<file path="src/rtl/pq_pkg.sv">
package pq_pkg;
    localparam int PRIO_W = 8;
    localparam logic [PRIO_W-1:0] PRIO_MASKED = '1;

    localparam int WORD_W  = 4;
    localparam int WB_PRES = 0;
    localparam int WB_QUE  = 1;
    localparam int WB_MPND = 2;
    localparam int WB_PEND = 3;

    typedef struct packed {
        logic [PRIO_W-1:0] prio;
        logic              level;
        logic              pres;
        logic              que;
        logic              mpend;
        logic              req;
    } src_st_t;

    localparam src_st_t SRC_RESET = '{prio: PRIO_MASKED, level: 1'b0, pres: 1'b0,
                                      que: 1'b0, mpend: 1'b0, req: 1'b0};
endpackage

</file>
<file path="src/rtl/pq_slot.sv">
module pq_slot
    import pq_pkg::*;
(
    input  src_st_t           cur,
    input  logic              line,
    input  logic              line_prev,
    input  logic              eoi_hit,
    input  logic              cfg_hit,
    input  logic [PRIO_W-1:0] cfg_prio,
    input  logic              cfg_level,
    input  logic              rst_hit,
    input  logic [WORD_W-1:0] rst_word,
    input  logic              grant,
    output src_st_t           nxt
);
    logic unmask;
    logic fire;

    always_comb begin
        nxt    = cur;
        unmask = 1'b0;
        fire   = 1'b0;
        nxt.req = cur.req & ~grant;
        if (rst_hit) begin
            nxt.pres  = rst_word[WB_PRES] | rst_word[WB_PEND];
            nxt.que   = rst_word[WB_QUE];
            nxt.mpend = rst_word[WB_MPND];
            nxt.req   = nxt.req | rst_word[WB_PEND];
        end else begin
            if (cfg_hit) begin
                nxt.prio  = cfg_prio;
                nxt.level = cfg_level;
                if (cfg_prio != PRIO_MASKED && cur.mpend) begin
                    nxt.mpend = 1'b0;
                    unmask    = 1'b1;
                end
            end
            // end of interrupt goes first, then any trigger of this cycle
            if (eoi_hit) begin
                nxt.pres = cur.que;
                nxt.que  = 1'b0;
                if (cur.que) nxt.req = 1'b1;
            end
            fire = (nxt.level ? line : (line & ~line_prev)) | unmask;
            if (fire) begin
                if (nxt.prio == PRIO_MASKED) begin
                    nxt.mpend = 1'b1;
                end else if (!nxt.pres) begin
                    nxt.pres = 1'b1;
                    nxt.req  = 1'b1;
                end else if (!nxt.level) begin
                    nxt.que = 1'b1;
                end
            end
        end
    end
endmodule

</file>
<file path="src/rtl/pq_pick.sv">
module pq_pick #(
    parameter int N     = 16,
    parameter int IDX_W = $clog2(N)
) (
    input  logic [N-1:0]     req,
    output logic             any,
    output logic [IDX_W-1:0] idx
);
    always_comb begin
        any = |req;
        idx = '0;
        for (int i = N - 1; i >= 0; i--) begin
            if (req[i]) idx = IDX_W'(i);
        end
    end
endmodule

</file>
<file path="src/rtl/irq_pq_tracker.sv">
module irq_pq_tracker
    import pq_pkg::*;
#(
    parameter int NSRC  = 16,
    parameter int SRC_W = $clog2(NSRC)
) (
    input  logic              clk,
    input  logic              rst_n,
    input  logic [NSRC-1:0]   src_line_i,
    input  logic              cfg_we_i,
    input  logic [SRC_W-1:0]  cfg_src_i,
    input  logic [PRIO_W-1:0] cfg_prio_i,
    input  logic              cfg_level_i,
    input  logic              eoi_valid_i,
    input  logic [SRC_W-1:0]  eoi_src_i,
    input  logic [SRC_W-1:0]  st_src_i,
    output logic [WORD_W-1:0] st_rdata_o,
    input  logic              st_we_i,
    input  logic [WORD_W-1:0] st_wdata_i,
    output logic              pres_valid_o,
    input  logic              pres_ready_i,
    output logic [SRC_W-1:0]  pres_src_o,
    output logic [PRIO_W-1:0] pres_prio_o
);
    src_st_t         st_q [NSRC];
    src_st_t         st_d [NSRC];
    src_st_t         slot_nxt [NSRC];
    logic [NSRC-1:0] line_q, line_d;
    logic [NSRC-1:0] req_vec;
    logic [NSRC-1:0] q_vec;
    logic [NSRC-1:0] grant_vec;
    logic            pick_any;
    logic [SRC_W-1:0] pick_idx;

    for (genvar i = 0; i < NSRC; i++) begin : g_src
        assign req_vec[i]   = st_q[i].req;
        assign q_vec[i]     = st_q[i].que;
        assign grant_vec[i] = pick_any && pres_ready_i && (pick_idx == SRC_W'(i));

        pq_slot u_slot (
            .cur       (st_q[i]),
            .line      (src_line_i[i]),
            .line_prev (line_q[i]),
            .eoi_hit   (eoi_valid_i && (eoi_src_i == SRC_W'(i))),
            .cfg_hit   (cfg_we_i && (cfg_src_i == SRC_W'(i))),
            .cfg_prio  (cfg_prio_i),
            .cfg_level (cfg_level_i),
            .rst_hit   (st_we_i && (st_src_i == SRC_W'(i))),
            .rst_word  (st_wdata_i),
            .grant     (grant_vec[i]),
            .nxt       (slot_nxt[i])
        );
    end

    pq_pick #(.N(NSRC), .IDX_W(SRC_W)) u_pick (
        .req (req_vec),
        .any (pick_any),
        .idx (pick_idx)
    );

    always_comb begin
        line_d = src_line_i;
        for (int i = 0; i < NSRC; i++) st_d[i] = slot_nxt[i];
    end

    always_ff @(posedge clk) begin
        if (!rst_n) begin
            line_q <= '0;
            for (int i = 0; i < NSRC; i++) st_q[i] <= SRC_RESET;
        end else begin
            line_q <= line_d;
            for (int i = 0; i < NSRC; i++) st_q[i] <= st_d[i];
        end
    end

    assign pres_valid_o = pick_any;
    assign pres_src_o   = pick_idx;
    assign pres_prio_o  = st_q[pick_idx].prio;
    assign st_rdata_o   = {1'b0, st_q[st_src_i].mpend, st_q[st_src_i].que, st_q[st_src_i].pres};
endmodule

</file>
<file path="config.mk">
export PLATFORM = sky130hd
export DESIGN_NAME = irq_pq_tracker
export DESIGN_NICKNAME = d
export VERILOG_FILES = /design/src/rtl/pq_pkg.sv /design/src/rtl/pq_slot.sv /design/src/rtl/pq_pick.sv /design/src/rtl/irq_pq_tracker.sv
export SDC_FILE = /design/constraint.sdc
export NUM_CORES = 1
export LEC_CHECK = 0
export BUFFER_PORTS_ARGS = -buffer_cell sky130_fd_sc_hd__buf_2
export CORE_MARGIN = 5
export CORE_UTILIZATION = 25
export DETAILED_ROUTE_END_ITERATION = 16
export GPL_ROUTABILITY_DRIVEN = 0
export SLEW_MARGIN = 15
export SYNTH_ARGS = -nofsm -noshare
export SYNTH_HDL_FRONTEND = slang
export SYNTH_SLANG_ARGS = --single-unit
</file>
<file path="constraint.sdc">
create_clock -name clk -period 2.1 [get_ports clk]
set_clock_uncertainty 0.15 [all_clocks]
set_input_delay 0.105 -clock clk [delete_from_list [all_inputs] [get_ports clk]]
set_output_delay 0.105 -clock clk [all_outputs]
set_load 0.01 [all_outputs]
</file>
# Word-level counts from Yosys, hierarchy flattened
# Memories as Yosys holds them, arrays and structs flattened.
# Index checks and enable logic that the tools add are counted.
# classes
eq_ne	77
mux	370
n_bitwise	113
reduce_logical	86
# op_table
op	n
9-bit two-way mux	48
1-bit two-way mux	210
13-bit two-way mux	16
4-bit two-way mux	48
4-bit equality test, second input constant	32
8-bit equality test, second input constant	16
2-bit two-way mux	48
1-bit logical AND	81
4-bit by 3-bit equality test with 1-bit output, second input constant	16
1-bit OR	49
1-bit AND	32
4-bit by 2-bit equality test with 1-bit output, second input constant	8
1-bit inverter	32
4-bit by 1-bit equality test with 1-bit output, second input constant	4
4-bit zero test	4
16-bit OR reduction	1
8-bit inequality test, second input constant	1
# word_totals
reg_bits	16
mem_bits_rw	208
in_bits	47
word_cells	648
mem_count	1
# mem_list
memory	depth	width	rd	rd_ports_with_merged_regs	wr	line_no	rtl
st_q	16	13	18	0	16	irq_pq_tracker.sv:25	src_st_t st_q [NSRC];

# Depth between registers and ports, before layout
# An unclocked memory read counts as a cell.
# depth
word_depth	28
ltp_mapped	10

# Cells and area by module
# A second synthesis with hierarchy kept.
# unflattened
hier_cells	1395
hier_area_um2	13005.0
# modules_own_cells
module	instances	cells_each	area_per_inst_um2	seq_area_each_um2
irq_pq_tracker	1	673	7843.8	4484.3
pq_slot	16	43	311.5	0.0
pq_pick	1	34	176.4	0.0

# Worst setup path before layout
# OpenSTA, ideal clock, no wires.
# synth_path
path_type	register to output
start	mem st_q[7][0] in the netlist's numbering
end	out pres_prio_o[5]
arrival_time_ns	1.952
t_required_ns	1.845
path_slack_ns	-0.107
path_stages_with_launch	9
path_buffers	2
cell_sequence	dfxtp_1 > or4_1 > buf_6 > o31ai_2 > buf_6 > nand2_1 > o21ai_1 > a211oi_1 > o221ai_1
# synth_lines
item	line_no	rtl
start, declared	irq_pq_tracker.sv:25	
end, declared	irq_pq_tracker.sv:23	output logic [PRIO_W-1:0] pres_prio_o

==> results.ini <==
[finish]
fin_nets=1975
seq_area_sq_um=4520
antenna_cells=0
n_fill_cell=4908
drive_gt1_frac=0.289
layoutNonFillerInstCount=2561
final_common_cell=nand2_1
synthToLayoutAreaGrowth_pct=40.8
final_cell_mix=nand2_1, buf_4, dfxtp_1, nand3_1, nor2_1
multiInputGateArea_sq_um=7300

[die]
fp.dieH_um=228
rows=80
io_pins=64
fp.dieW_um=228
coreArea_sq_um=47400
die_area_sq_um=52200
initial_utilization=0.252

[critical_path]
worst_ep_required_time_ns=1.85
cp-end-kind=primary output
cp-start-kind=flip-flop
criticalPathCategory=flip-flop to primary output
crit_arrival_ns=2.76
crit_fanout=5

[timing]
slew_headroom=0.451
rsz0062_at_grt=yes
setup_viol=30
tightest_slew_ns=0.821
tns_ns=-12.79
timing.final.ws_setup_ns=-0.913
max_freq_mhz=332
hold_viol_final=0
drv_slew=0
fin_crit_ns=3.01
holdWs_ns=0.0418
period_share=1.43

[place]
dp_hpwl_mm=40.4
portBuffers=62
place_inst=2454

[global_route]
grt_max_degree=64
antenna_found_initial=1
grt_overflow=0
grt_pass1_vias=13100
grt_usage=0.194
grt_pass1_wl_mm=80.8

[detailed_routing]
vias=13900
final_antenna_net_count=0
wl_per_cell_um=20.9
drc_errors=0
dr.pass1.iters=5
routed_wirelength_mm=53.6
vias_per_cell=5.42
drt_iter0_drc=1636

[yosys]
synth_top_flop_cell=dfxtp_1
synth_fa_ha_area_frac=0
muxShareOfSynthArea=0.0573
synth-async-reset-ratio=0
netlist_area_sq_um=11900
ys_ff_latch=224
synth-xor-area-share=0
postSynthAreaPerCell_sq_um=7.50
yosys.area_share.simple=0.320
synth_cell_types=80
seq_area_frac_synth=0.376
synth_edf_count=0
syn_nets=1637
synth_top_family_by_area=simple AND/OR/NAND/NOR gates
yosysWarnings=0
synth_compound_area_frac=0.200
synthCells=1590

[cts]
clk_latency_ns=0.55
clkTransAtPathRegs_ns=0.06
cts.path.max_buffers=3
cts_tree=done
root_buffer=clkbuf_16
cts_buffers=25
htreeDepth=1
cts.sinks=224

[power]
p_leak_nw=7.26
vdd.ir_drop.worst_uv=784
total_power_w=0.0143
power_density_nw_per_um2=851

[run]
maxCapViolCount=0

[hold_path]
hp-class=primary input to flip-flop

[status]
violations=setup timing
status=complete, but fails checks

[logic make-up (layout without fill, tap and decap cells)]
| kind of cell | Yosys count | in the layout |
|---|---|---|
| simple gates | 831 | 831 |
| buf+inv | 124 | 480 |
| flops | 224 | 224 |
| compound gates | 362 | 362 |
| other cells | 1 | 1 |
| mux | 48 | 48 |
[routing by layer]
layer	global-route usage	wire length (um)	vias to the layer above
met2	0.304	23200	774
met3	0.0404	5660	112
met5	0	17	-
met1	0.275	23100	6597
li1	-	-	6392
met4	0.0484	1670	2
[critical path: stages (launching register included)]
cell,delay (ns)
dfxtp_2,0.33
nand2b_4,0.13
a221o_1,0.39
a311oi_4,0.39
buf_4,0.20
buf_6,0.11
buf_6,0.09
o21ai_2,0.05
a211oi_2,0.24
o221ai_2,0.13
buf_2,0.16
[final timing paths]
check,start,endpoint,slack (ns),cells past startpoint
max,st_q[14][0],pres_prio_o[5],-0.91,10
min,st_we_i,st_q[14][1],0.04,4
max reg2reg,st_q[5][0],st_q[6][0],-0.44,10
min reg2reg,st_q[0][4],st_q[0][4],0.31,2
[synth_stat cells (all sizes together) (4+ instances only)]
| master | instances | area [sq um] |
|---|---|---|
| a22oi | 16 | 120 |
| a22o | 7 | 61.3 |
| o21ai | 83 | 415 |
| a221oi | 11 | 96.3 |
| or4 | 5 | 41.3 |
| a211o | 8 | 71.3 |
| a21boi | 7 | 56.3 |
| or3b | 5 | 43.8 |
| o211ai | 6 | 45.0 |
| mux4 | 15 | 338 |
| mux2 | 12 | 135 |
| nor2b | 11 | 68.8 |
| a31oi | 32 | 200 |
| nand2b | 16 | 100 |
| o221ai | 4 | 41.3 |
| nor2 | 116 | 440 |
| nor3b | 7 | 63.8 |
| inv | 26 | 97.6 |
| dfxtp | 224 | 4480 |
| clkbuf | 54 | 205 |
| o31ai | 7 | 57.6 |
| nor3 | 30 | 199 |
| a211oi | 18 | 135 |
| nor4 | 4 | 31.3 |
| a2bb2oi | 8 | 70.1 |
| o2111ai | 4 | 35.0 |
| nand4 | 42 | 263 |
| and2 | 15 | 93.8 |
| a21o | 6 | 45.0 |
| nand3 | 174 | 871 |
| mux2i | 21 | 210 |
| nand2 | 380 | 1430 |
| a21oi | 90 | 450 |
| buf | 43 | 251 |
| a221o | 5 | 50.1 |
| a222oi | 5 | 50.1 |
| o221a | 5 | 56.3 |
| o22ai | 15 | 93.8 |
| and3 | 8 | 50.1 |
| or2 | 10 | 62.6 |
[sequential cells by signal, summed over array words and instances (netlist names)]
register / flops
line_q: 16
st_q: 208
[area by class of cell]
cell class                 instances  area share
inverter                          27     0.00603
timing repair buffer             408       0.193
clock buffer                      32      0.0412
multi-input combinational       1242       0.434
tap                              615      0.0458
clock inverter                    13      0.0109
sequential                       224       0.269
[where the power goes]
part	total (W)	leakage, nW	internal (W)	switching [W]
clock	0.00473	0.434	0.00283	0.00190
sequential	0.00460	1.84	0.00444	0.000164
combinational	0.00498	4.99	0.00235	0.00263
total	0.0143	7.26	0.00961	0.00469
[metrics by stage]
step,utilization,instance area (sq um),worst slack (ns)
floorplan,-,12000,-0.0455
global placement,0.313,14900,-0.422
detailed placement,0.313,14900,-0.473
CTS,0.351,16700,-0.973
global route,0.354,16800,-1.00
finish,0.354,16800,-0.913
[repair_timing]
item                       in CTS  in global routing
setup endpoints to repair      29                 36
cloned                          1                  0
hold buffers                   36                  0
pin swaps                      52                 24
gates resized for setup       106                 39
hold endpoints to repair      184                  0
buffers inserted               24                  8
Note: power is estimated with default switching activity, not from simulation.
